==> config.mk <==
export PLATFORM = sky130hd
export DESIGN_NAME = addr_window_decoder
export DESIGN_NICKNAME = d
export VERILOG_FILES = /design/src/rtl/adw_pkg.sv /design/src/rtl/adw_win_cmp.sv /design/src/rtl/adw_prio_sel.sv /design/src/rtl/adw_regfile.sv /design/src/rtl/addr_window_decoder.sv
export SDC_FILE = /design/constraint.sdc
export NUM_CORES = 2
export LEC_CHECK = 0
export CAP_MARGIN = 15
export CORE_ASPECT_RATIO = 0.9
export CORE_MARGIN = 1
export CORE_UTILIZATION = 31
export DETAILED_ROUTE_END_ITERATION = 10
export GPL_TIMING_DRIVEN = 0
export PLACE_DENSITY = 0.5
export SYNTH_ARGS = -nofsm -noshare
export SYNTH_HDL_FRONTEND = slang
export SYNTH_HIERARCHICAL = 1
export SYNTH_SLANG_ARGS = --single-unit
==> constraint.sdc <==
create_clock -name clk_i -period 5.72 [get_ports clk_i]
set_clock_uncertainty 0.15 [all_clocks]
set_input_delay 1.43 -clock clk_i [delete_from_list [all_inputs] [get_ports clk_i]]
set_output_delay 1.43 -clock clk_i [all_outputs]
set_load 0.01 [all_outputs]
==> src/rtl/adw_pkg.sv <==
package adw_pkg;
  typedef enum logic [1:0] {
    REG_CTRL = 2'd0,
    REG_SEC  = 2'd1,
    REG_LO   = 2'd2,
    REG_HI   = 2'd3
  } win_reg_e;

  localparam int unsigned CTRL_EN_BIT  = 0;
  localparam int unsigned CTRL_TID_LSB = 8;
  localparam int unsigned SEC_WR_BIT   = 0;
  localparam int unsigned SEC_RD_BIT   = 1;
  localparam int unsigned ADDR_LSB     = 4;
  localparam int unsigned GLOB_DEF_LSB = 8;
  localparam logic [7:0]  GLOB_OFF     = 8'hD0;
  localparam int unsigned WIN_STRIDE   = 16;
endpackage

==> src/rtl/adw_win_cmp.sv <==
module adw_win_cmp #(
  parameter int unsigned GW = 28
) (
  input  logic          en_i,
  input  logic [GW-1:0] gran_i,
  input  logic [GW-1:0] lo_i,
  input  logic [GW-1:0] hi_i,
  output logic          match_o
);
  logic ge_lo, le_hi;
  assign ge_lo   = gran_i >= lo_i;
  assign le_hi   = gran_i <= hi_i;
  assign match_o = en_i & ge_lo & le_hi;
endmodule

==> src/rtl/adw_prio_sel.sv <==
module adw_prio_sel #(
  parameter int unsigned N  = 8,
  localparam int unsigned IW = (N > 1) ? $clog2(N) : 1
) (
  input  logic [N-1:0]  req_i,
  output logic          any_o,
  output logic [IW-1:0] idx_o
);
  always_comb begin
    any_o = 1'b0;
    idx_o = '0;
    // scan downwards so the lowest index is written last
    for (int i = N - 1; i >= 0; i--) begin
      if (req_i[i]) begin
        any_o = 1'b1;
        idx_o = IW'(i);
      end
    end
  end
endmodule

==> src/rtl/adw_regfile.sv <==
module adw_regfile
  import adw_pkg::*;
#(
  parameter int unsigned NUM_WIN = 8,
  parameter int unsigned TID_W   = 7,
  parameter int unsigned DEF_W   = 4,
  parameter int unsigned GW      = 28,
  parameter int unsigned RA_W    = 8,
  parameter int unsigned DW      = 32,
  localparam int unsigned IW     = (NUM_WIN > 1) ? $clog2(NUM_WIN) : 1,
  localparam int unsigned SPAN   = NUM_WIN * WIN_STRIDE
) (
  input  logic                           clk_i,
  input  logic                           rst_ni,
  input  logic                           we_i,
  input  logic [RA_W-1:0]                addr_i,
  input  logic [DW-1:0]                  wdata_i,
  output logic [DW-1:0]                  rdata_o,
  output logic [NUM_WIN-1:0]             win_en_o,
  output logic [NUM_WIN-1:0][TID_W-1:0]  win_tid_o,
  output logic [NUM_WIN-1:0]             win_wsec_o,
  output logic [NUM_WIN-1:0]             win_rsec_o,
  output logic [NUM_WIN-1:0][GW-1:0]     win_lo_o,
  output logic [NUM_WIN-1:0][GW-1:0]     win_hi_o,
  output logic [DEF_W-1:0]               dflt_o
);
  logic          in_win, is_glob;
  logic [IW-1:0] win_sel;
  win_reg_e      reg_sel;

  assign in_win  = (int'(addr_i) < SPAN) && (addr_i[1:0] == 2'b00);
  assign is_glob = addr_i == RA_W'(GLOB_OFF);
  assign win_sel = addr_i[4 +: IW];
  assign reg_sel = win_reg_e'(addr_i[3:2]);

  for (genvar i = 0; i < NUM_WIN; i++) begin : g_win
    logic wr_this;
    assign wr_this = we_i && in_win && (win_sel == IW'(i));
    always_ff @(posedge clk_i or negedge rst_ni) begin
      if (!rst_ni) begin
        win_en_o[i]   <= 1'b0;
        win_tid_o[i]  <= '0;
        win_wsec_o[i] <= 1'b0;
        win_rsec_o[i] <= 1'b0;
        win_lo_o[i]   <= '0;
        win_hi_o[i]   <= '0;
      end else if (wr_this) begin
        unique case (reg_sel)
          REG_CTRL: begin
            win_en_o[i]  <= wdata_i[CTRL_EN_BIT];
            win_tid_o[i] <= wdata_i[CTRL_TID_LSB +: TID_W];
          end
          REG_SEC: begin
            win_wsec_o[i] <= wdata_i[SEC_WR_BIT];
            win_rsec_o[i] <= wdata_i[SEC_RD_BIT];
          end
          REG_LO:  win_lo_o[i] <= wdata_i[ADDR_LSB +: GW];
          REG_HI:  win_hi_o[i] <= wdata_i[ADDR_LSB +: GW];
          default: ;
        endcase
      end
    end
  end

  always_ff @(posedge clk_i or negedge rst_ni) begin
    if (!rst_ni)              dflt_o <= '0;
    else if (we_i && is_glob) dflt_o <= wdata_i[GLOB_DEF_LSB +: DEF_W];
  end

  always_comb begin
    rdata_o = '0;
    if (in_win) begin
      unique case (reg_sel)
        REG_CTRL: begin
          rdata_o[CTRL_EN_BIT]            = win_en_o[win_sel];
          rdata_o[CTRL_TID_LSB +: TID_W]  = win_tid_o[win_sel];
        end
        REG_SEC: begin
          rdata_o[SEC_WR_BIT] = win_wsec_o[win_sel];
          rdata_o[SEC_RD_BIT] = win_rsec_o[win_sel];
        end
        REG_LO:  rdata_o[ADDR_LSB +: GW] = win_lo_o[win_sel];
        REG_HI:  rdata_o[ADDR_LSB +: GW] = win_hi_o[win_sel];
        default: ;
      endcase
    end else if (is_glob) begin
      rdata_o[GLOB_DEF_LSB +: DEF_W] = dflt_o;
    end
  end
endmodule

==> src/rtl/addr_window_decoder.sv <==
module addr_window_decoder #(
  parameter int unsigned NUM_WIN = 8,
  parameter int unsigned ADDR_W  = 48,
  parameter int unsigned GRAN_SH = 20,
  parameter int unsigned TID_W   = 7,
  parameter int unsigned DEF_W   = 4,
  parameter int unsigned RA_W    = 8,
  parameter int unsigned DW      = 32,
  localparam int unsigned GW     = ADDR_W - GRAN_SH,
  localparam int unsigned IW     = (NUM_WIN > 1) ? $clog2(NUM_WIN) : 1
) (
  input  logic              clk_i,
  input  logic              rst_ni,
  input  logic              reg_we_i,
  input  logic [RA_W-1:0]   reg_addr_i,
  input  logic [DW-1:0]     reg_wdata_i,
  output logic [DW-1:0]     reg_rdata_o,
  input  logic              txn_valid_i,
  input  logic [ADDR_W-1:0] txn_addr_i,
  input  logic              txn_write_i,
  input  logic              txn_secure_i,
  output logic              hit_valid_o,
  output logic [IW-1:0]     hit_win_o,
  output logic [TID_W-1:0]  target_o,
  output logic              target_valid_o,
  output logic              sec_viol_o
);
  logic [NUM_WIN-1:0]            win_en, win_wsec, win_rsec, win_match;
  logic [NUM_WIN-1:0][TID_W-1:0] win_tid;
  logic [NUM_WIN-1:0][GW-1:0]    win_lo, win_hi;
  logic [DEF_W-1:0]              dflt;
  logic [GW-1:0]                 gran;
  logic                          prot_hit, viol;
  logic                          unused_ok;

  assign gran      = txn_addr_i[ADDR_W-1:GRAN_SH];
  assign unused_ok = ^{txn_addr_i[GRAN_SH-1:0], reg_wdata_i};

  adw_regfile #(
    .NUM_WIN(NUM_WIN), .TID_W(TID_W), .DEF_W(DEF_W),
    .GW(GW), .RA_W(RA_W), .DW(DW)
  ) u_regs (
    .clk_i      (clk_i),
    .rst_ni     (rst_ni),
    .we_i       (reg_we_i),
    .addr_i     (reg_addr_i),
    .wdata_i    (reg_wdata_i),
    .rdata_o    (reg_rdata_o),
    .win_en_o   (win_en),
    .win_tid_o  (win_tid),
    .win_wsec_o (win_wsec),
    .win_rsec_o (win_rsec),
    .win_lo_o   (win_lo),
    .win_hi_o   (win_hi),
    .dflt_o     (dflt)
  );

  for (genvar i = 0; i < NUM_WIN; i++) begin : g_cmp
    adw_win_cmp #(.GW(GW)) u_cmp (
      .en_i    (win_en[i]),
      .gran_i  (gran),
      .lo_i    (win_lo[i]),
      .hi_i    (win_hi[i]),
      .match_o (win_match[i])
    );
  end

  adw_prio_sel #(.N(NUM_WIN)) u_prio (
    .req_i (win_match),
    .any_o (hit_valid_o),
    .idx_o (hit_win_o)
  );

  assign target_o = hit_valid_o ? win_tid[hit_win_o] : TID_W'(dflt);

  assign prot_hit = txn_write_i ? win_wsec[hit_win_o] : win_rsec[hit_win_o];
  assign viol     = txn_valid_i && !txn_secure_i && hit_valid_o && prot_hit;

  assign sec_viol_o     = viol;
  assign target_valid_o = txn_valid_i && !viol;
endmodule

==> qor.csv <==
metric,value,unit
syn_area_per_cell,11.4,µm²
synth_seq_area_share,0.366,
setup_slack,-1.37,ns
route.detailed.wl_per_inst,27.5,µm
pwr-share-comb,0.179,
path_cells,buf_2 -> ha_1 -> nand4_1 -> nor3_2 -> a221oi_1 -> o211ai_1 -> a21oi_1 -> a211oi_2 -> a21oi_4 -> o41ai_4 -> buf_6 -> buf_12 -> buf_12 -> mux4_2 -> mux2i_2 -> nor2b_1 -> buf_2,
cp.required,4.14,ns
regArea,13300,µm²
power,10200,µW
route.vias.total,27500,
synth.most_common_cell,dfrtp_1,
outcome,"finished, violations left",
maxCapViolations,0,
hpwl,104000,µm
multi_input_area,22000,µm²
stdcell_area,43900,µm²
drive_gt1_frac,0.319,
crit_family,compound AO/OA/AOI/OAI gates,
p_int,7220,µW
yosys-top-cells-area,"dfrtp_1 37%, ha_1 15%, mux2_2 15%",
synth-seq-cells,532,
period_minus_slack,7.09,ns
clock_sinks,532,
place.port_buffers,113,
violations,setup timing,
r2r_cells,1,
die_w,363,µm
peakVddDrop,0.000170,V
finalSetupTns,-14.82,ns
drt_pass1_iterations,6,
finalSetupViolations,14,
path_clk_slew,0.06,ns
critPathKind,primary input to output port,
maxClockFrequency,141,MHz
drv_slew,0,
r2r_setup_slack,4.67,ns
cts_made_buffers,68,
path_max_fanout,16,
yosysUniqueCellTypes,63,
pre_cts_ws,-4.11,ns
placed_area,39900,µm²
swShare,0.294,
hold_slack,0.372,ns
drc,0,
synth-edff-count,0,
ys_top_cells_by_count,"532 x dfrtp_1, 484 x mux2_2, 452 x inv_1",
grt_overflow,0,
ys_async_sr_fraction,1.00,
worst_pin_slew,1.19,ns
syn_to_final_growth,20.7,%
cts_hold_buf,0,
power.switching,3010,µW
powerDensity,233,nW/µm²
wirelength,140000,µm
antenna_found_initial,8,
hold_viol_final,0,
ys.flop_type,dfrtp_1,
grt_setup_unrepaired,yes,
die_area,119000,µm²
coreArea,116000,µm²
cts_buffer_depth,3,
crit_slowest_cell,mux4_2,
first_global_vias,27700,
final_nets,4000,
cts_tree,built,
p_leak,0.0194,µW
ant_nets,0,
htree_levels,3,
start_util,0.315,
end_kind,output port,
antenna_cells,0,
path_buf_inv,5,
clock-root-buffer,clkbuf_16,
finalCritPeriodShare,1.24,
reg2reg_to,u_regs/win_lo_o[119]$_DFFE_PN0P_,
netlist_area,36400,µm²
yosysWarnings,6,
place_congestion,0.949,
via_per_inst,5.43,
critPathMaxStageDelay,0.54,ns
crit_path_start,txn_addr_i[31],
grt_usage,0.235,
first_iter_violations,2670,
netlist_instances,3202,
seq_power_share,0.401,
grt_pass1_wl,200000,µm
grt_max_degree,109,
synth_top_area_frac,0.366,
p_clk_frac,0.421,
rows,118,
maxSlewHeadroom,0.208,
worstPathArrival,5.51,ns
synth_top_area_cell,dfrtp_1,
min_path_type,flop to flop,
clock_latency,0.62,ns
ios,139,
r2r-start,u_regs/win_lo_o[119]$_DFFE_PN0P_,
worst-path-stages,17,
fillers,11400,
fp.dieH,327,µm
cp-start-kind,primary input,
cp-endpoint,target_o[5],
==> registers in the layout (all words and copies together) (netlist names) <==
name	cells
u_regs/dflt_o	4
u_regs/win_en_o	8
u_regs/win_tid_o	56
u_regs/win_rsec_o	8
u_regs/win_hi_o	224
u_regs/win_wsec_o	8
u_regs/win_lo_o	224
==> worst min path at each step <==
stage                                           startpoint                          endpoint  slack (ns)  cells after the start
after global routing      u_regs/win_hi_o[106]$_DFFE_PN0P_  u_regs/win_hi_o[106]$_DFFE_PN0P_        0.39                      1
after detailed placement  u_regs/win_tid_o[49]$_DFFE_PN0P_  u_regs/win_tid_o[49]$_DFFE_PN0P_        0.36                      1
after CTS                 u_regs/win_tid_o[49]$_DFFE_PN0P_  u_regs/win_tid_o[49]$_DFFE_PN0P_        0.38                      1
final                     u_regs/win_tid_o[44]$_DFFE_PN0P_  u_regs/win_tid_o[44]$_DFFE_PN0P_        0.37                      1
after global placement    u_regs/win_tid_o[49]$_DFFE_PN0P_  u_regs/win_tid_o[49]$_DFFE_PN0P_        0.35                      1
after floorplan           u_regs/win_hi_o[103]$_DFFE_PN0P_  u_regs/win_hi_o[103]$_DFFE_PN0P_        0.33                      1
==> cell usage in the layout, fill, tap and decap left out, types with 40 or more instances in the layout <==
master,netlist,routed
buf_6,9,47
dfrtp_1,532,532
buf_4,3,55
clkbuf_16,0,70
nand2_1,152,149
inv_1,452,452
a21oi_1,211,204
clkdlybuf4s50_1,0,71
ha_1,448,413
mux2i_1,73,60
nand3_1,58,57
nand4_1,93,93
clkbuf_1,52,61
mux2_4,40,40
mux4_2,137,137
buf_2,42,44
mux2_2,484,484
==> power by group through the flow <==
stage | Combinational [µW] | Clock [µW] | Sequential [µW]
global placement | 1630 | 0 | 4160
finish | 1830 | 4300 | 4100
global route | 2000 | 4550 | 4120
detailed placement | 1670 | 0 | 4160
CTS | 1790 | 4380 | 4090
floorplan | 985 | 0 | 4100
==> repair_timing <==
| item | 4_1_cts | 5_1_grt |
|---|---|---|
| pin swaps | 37 | 31 |
| cloned | 0 | 1 |
| endpoints found under the hold margin | 0 | 0 |
| setup buffers | 50 | 10 |
| resized for setup | 451 | 80 |
| setup endpoints to repair | 43 | 32 |
==> per-stage QoR <==
stage,utilization,std cells
CTS,0.376,5056
global placement,0.342,4876
global route,0.380,5067
finish,0.380,5067
floorplan,-,3203
detailed placement,0.344,4887
==> area by class of cell <==
cell class                      instances  share of cell area
Buffer                                125              0.0195
Clock buffer                          105              0.0460
Clock inverter                         14             0.00302
Inverter                              452              0.0386
Multi-Input combinational cell       2094               0.500
Sequential cell                       532               0.303
Tap cell                             1560              0.0444
Timing Repair Buffer                  185              0.0455
==> kinds of logic (layout without fill, tap and decap cells) <==
logic type | Yosys count | count (layout) | synth area share
fa+ha+maj | 448 | 448 | 0.154
other cells | 1 | 2 | 0.000103
compound gates | 412 | 412 | 0.0674
mux | 744 | 744 | 0.274
buf+inv | 577 | 881 | 0.0631
simple gates | 488 | 488 | 0.0759
flops | 532 | 532 | 0.366
==> routing by layer <==
layer	share of wire	GRT usage
met5	0	0
met4	0.028	0.0677
met3	0.075	0.0539
met2	0.44	0.356
met1	0.46	0.333
Note: power is estimated with default switching activity, not from simulation.
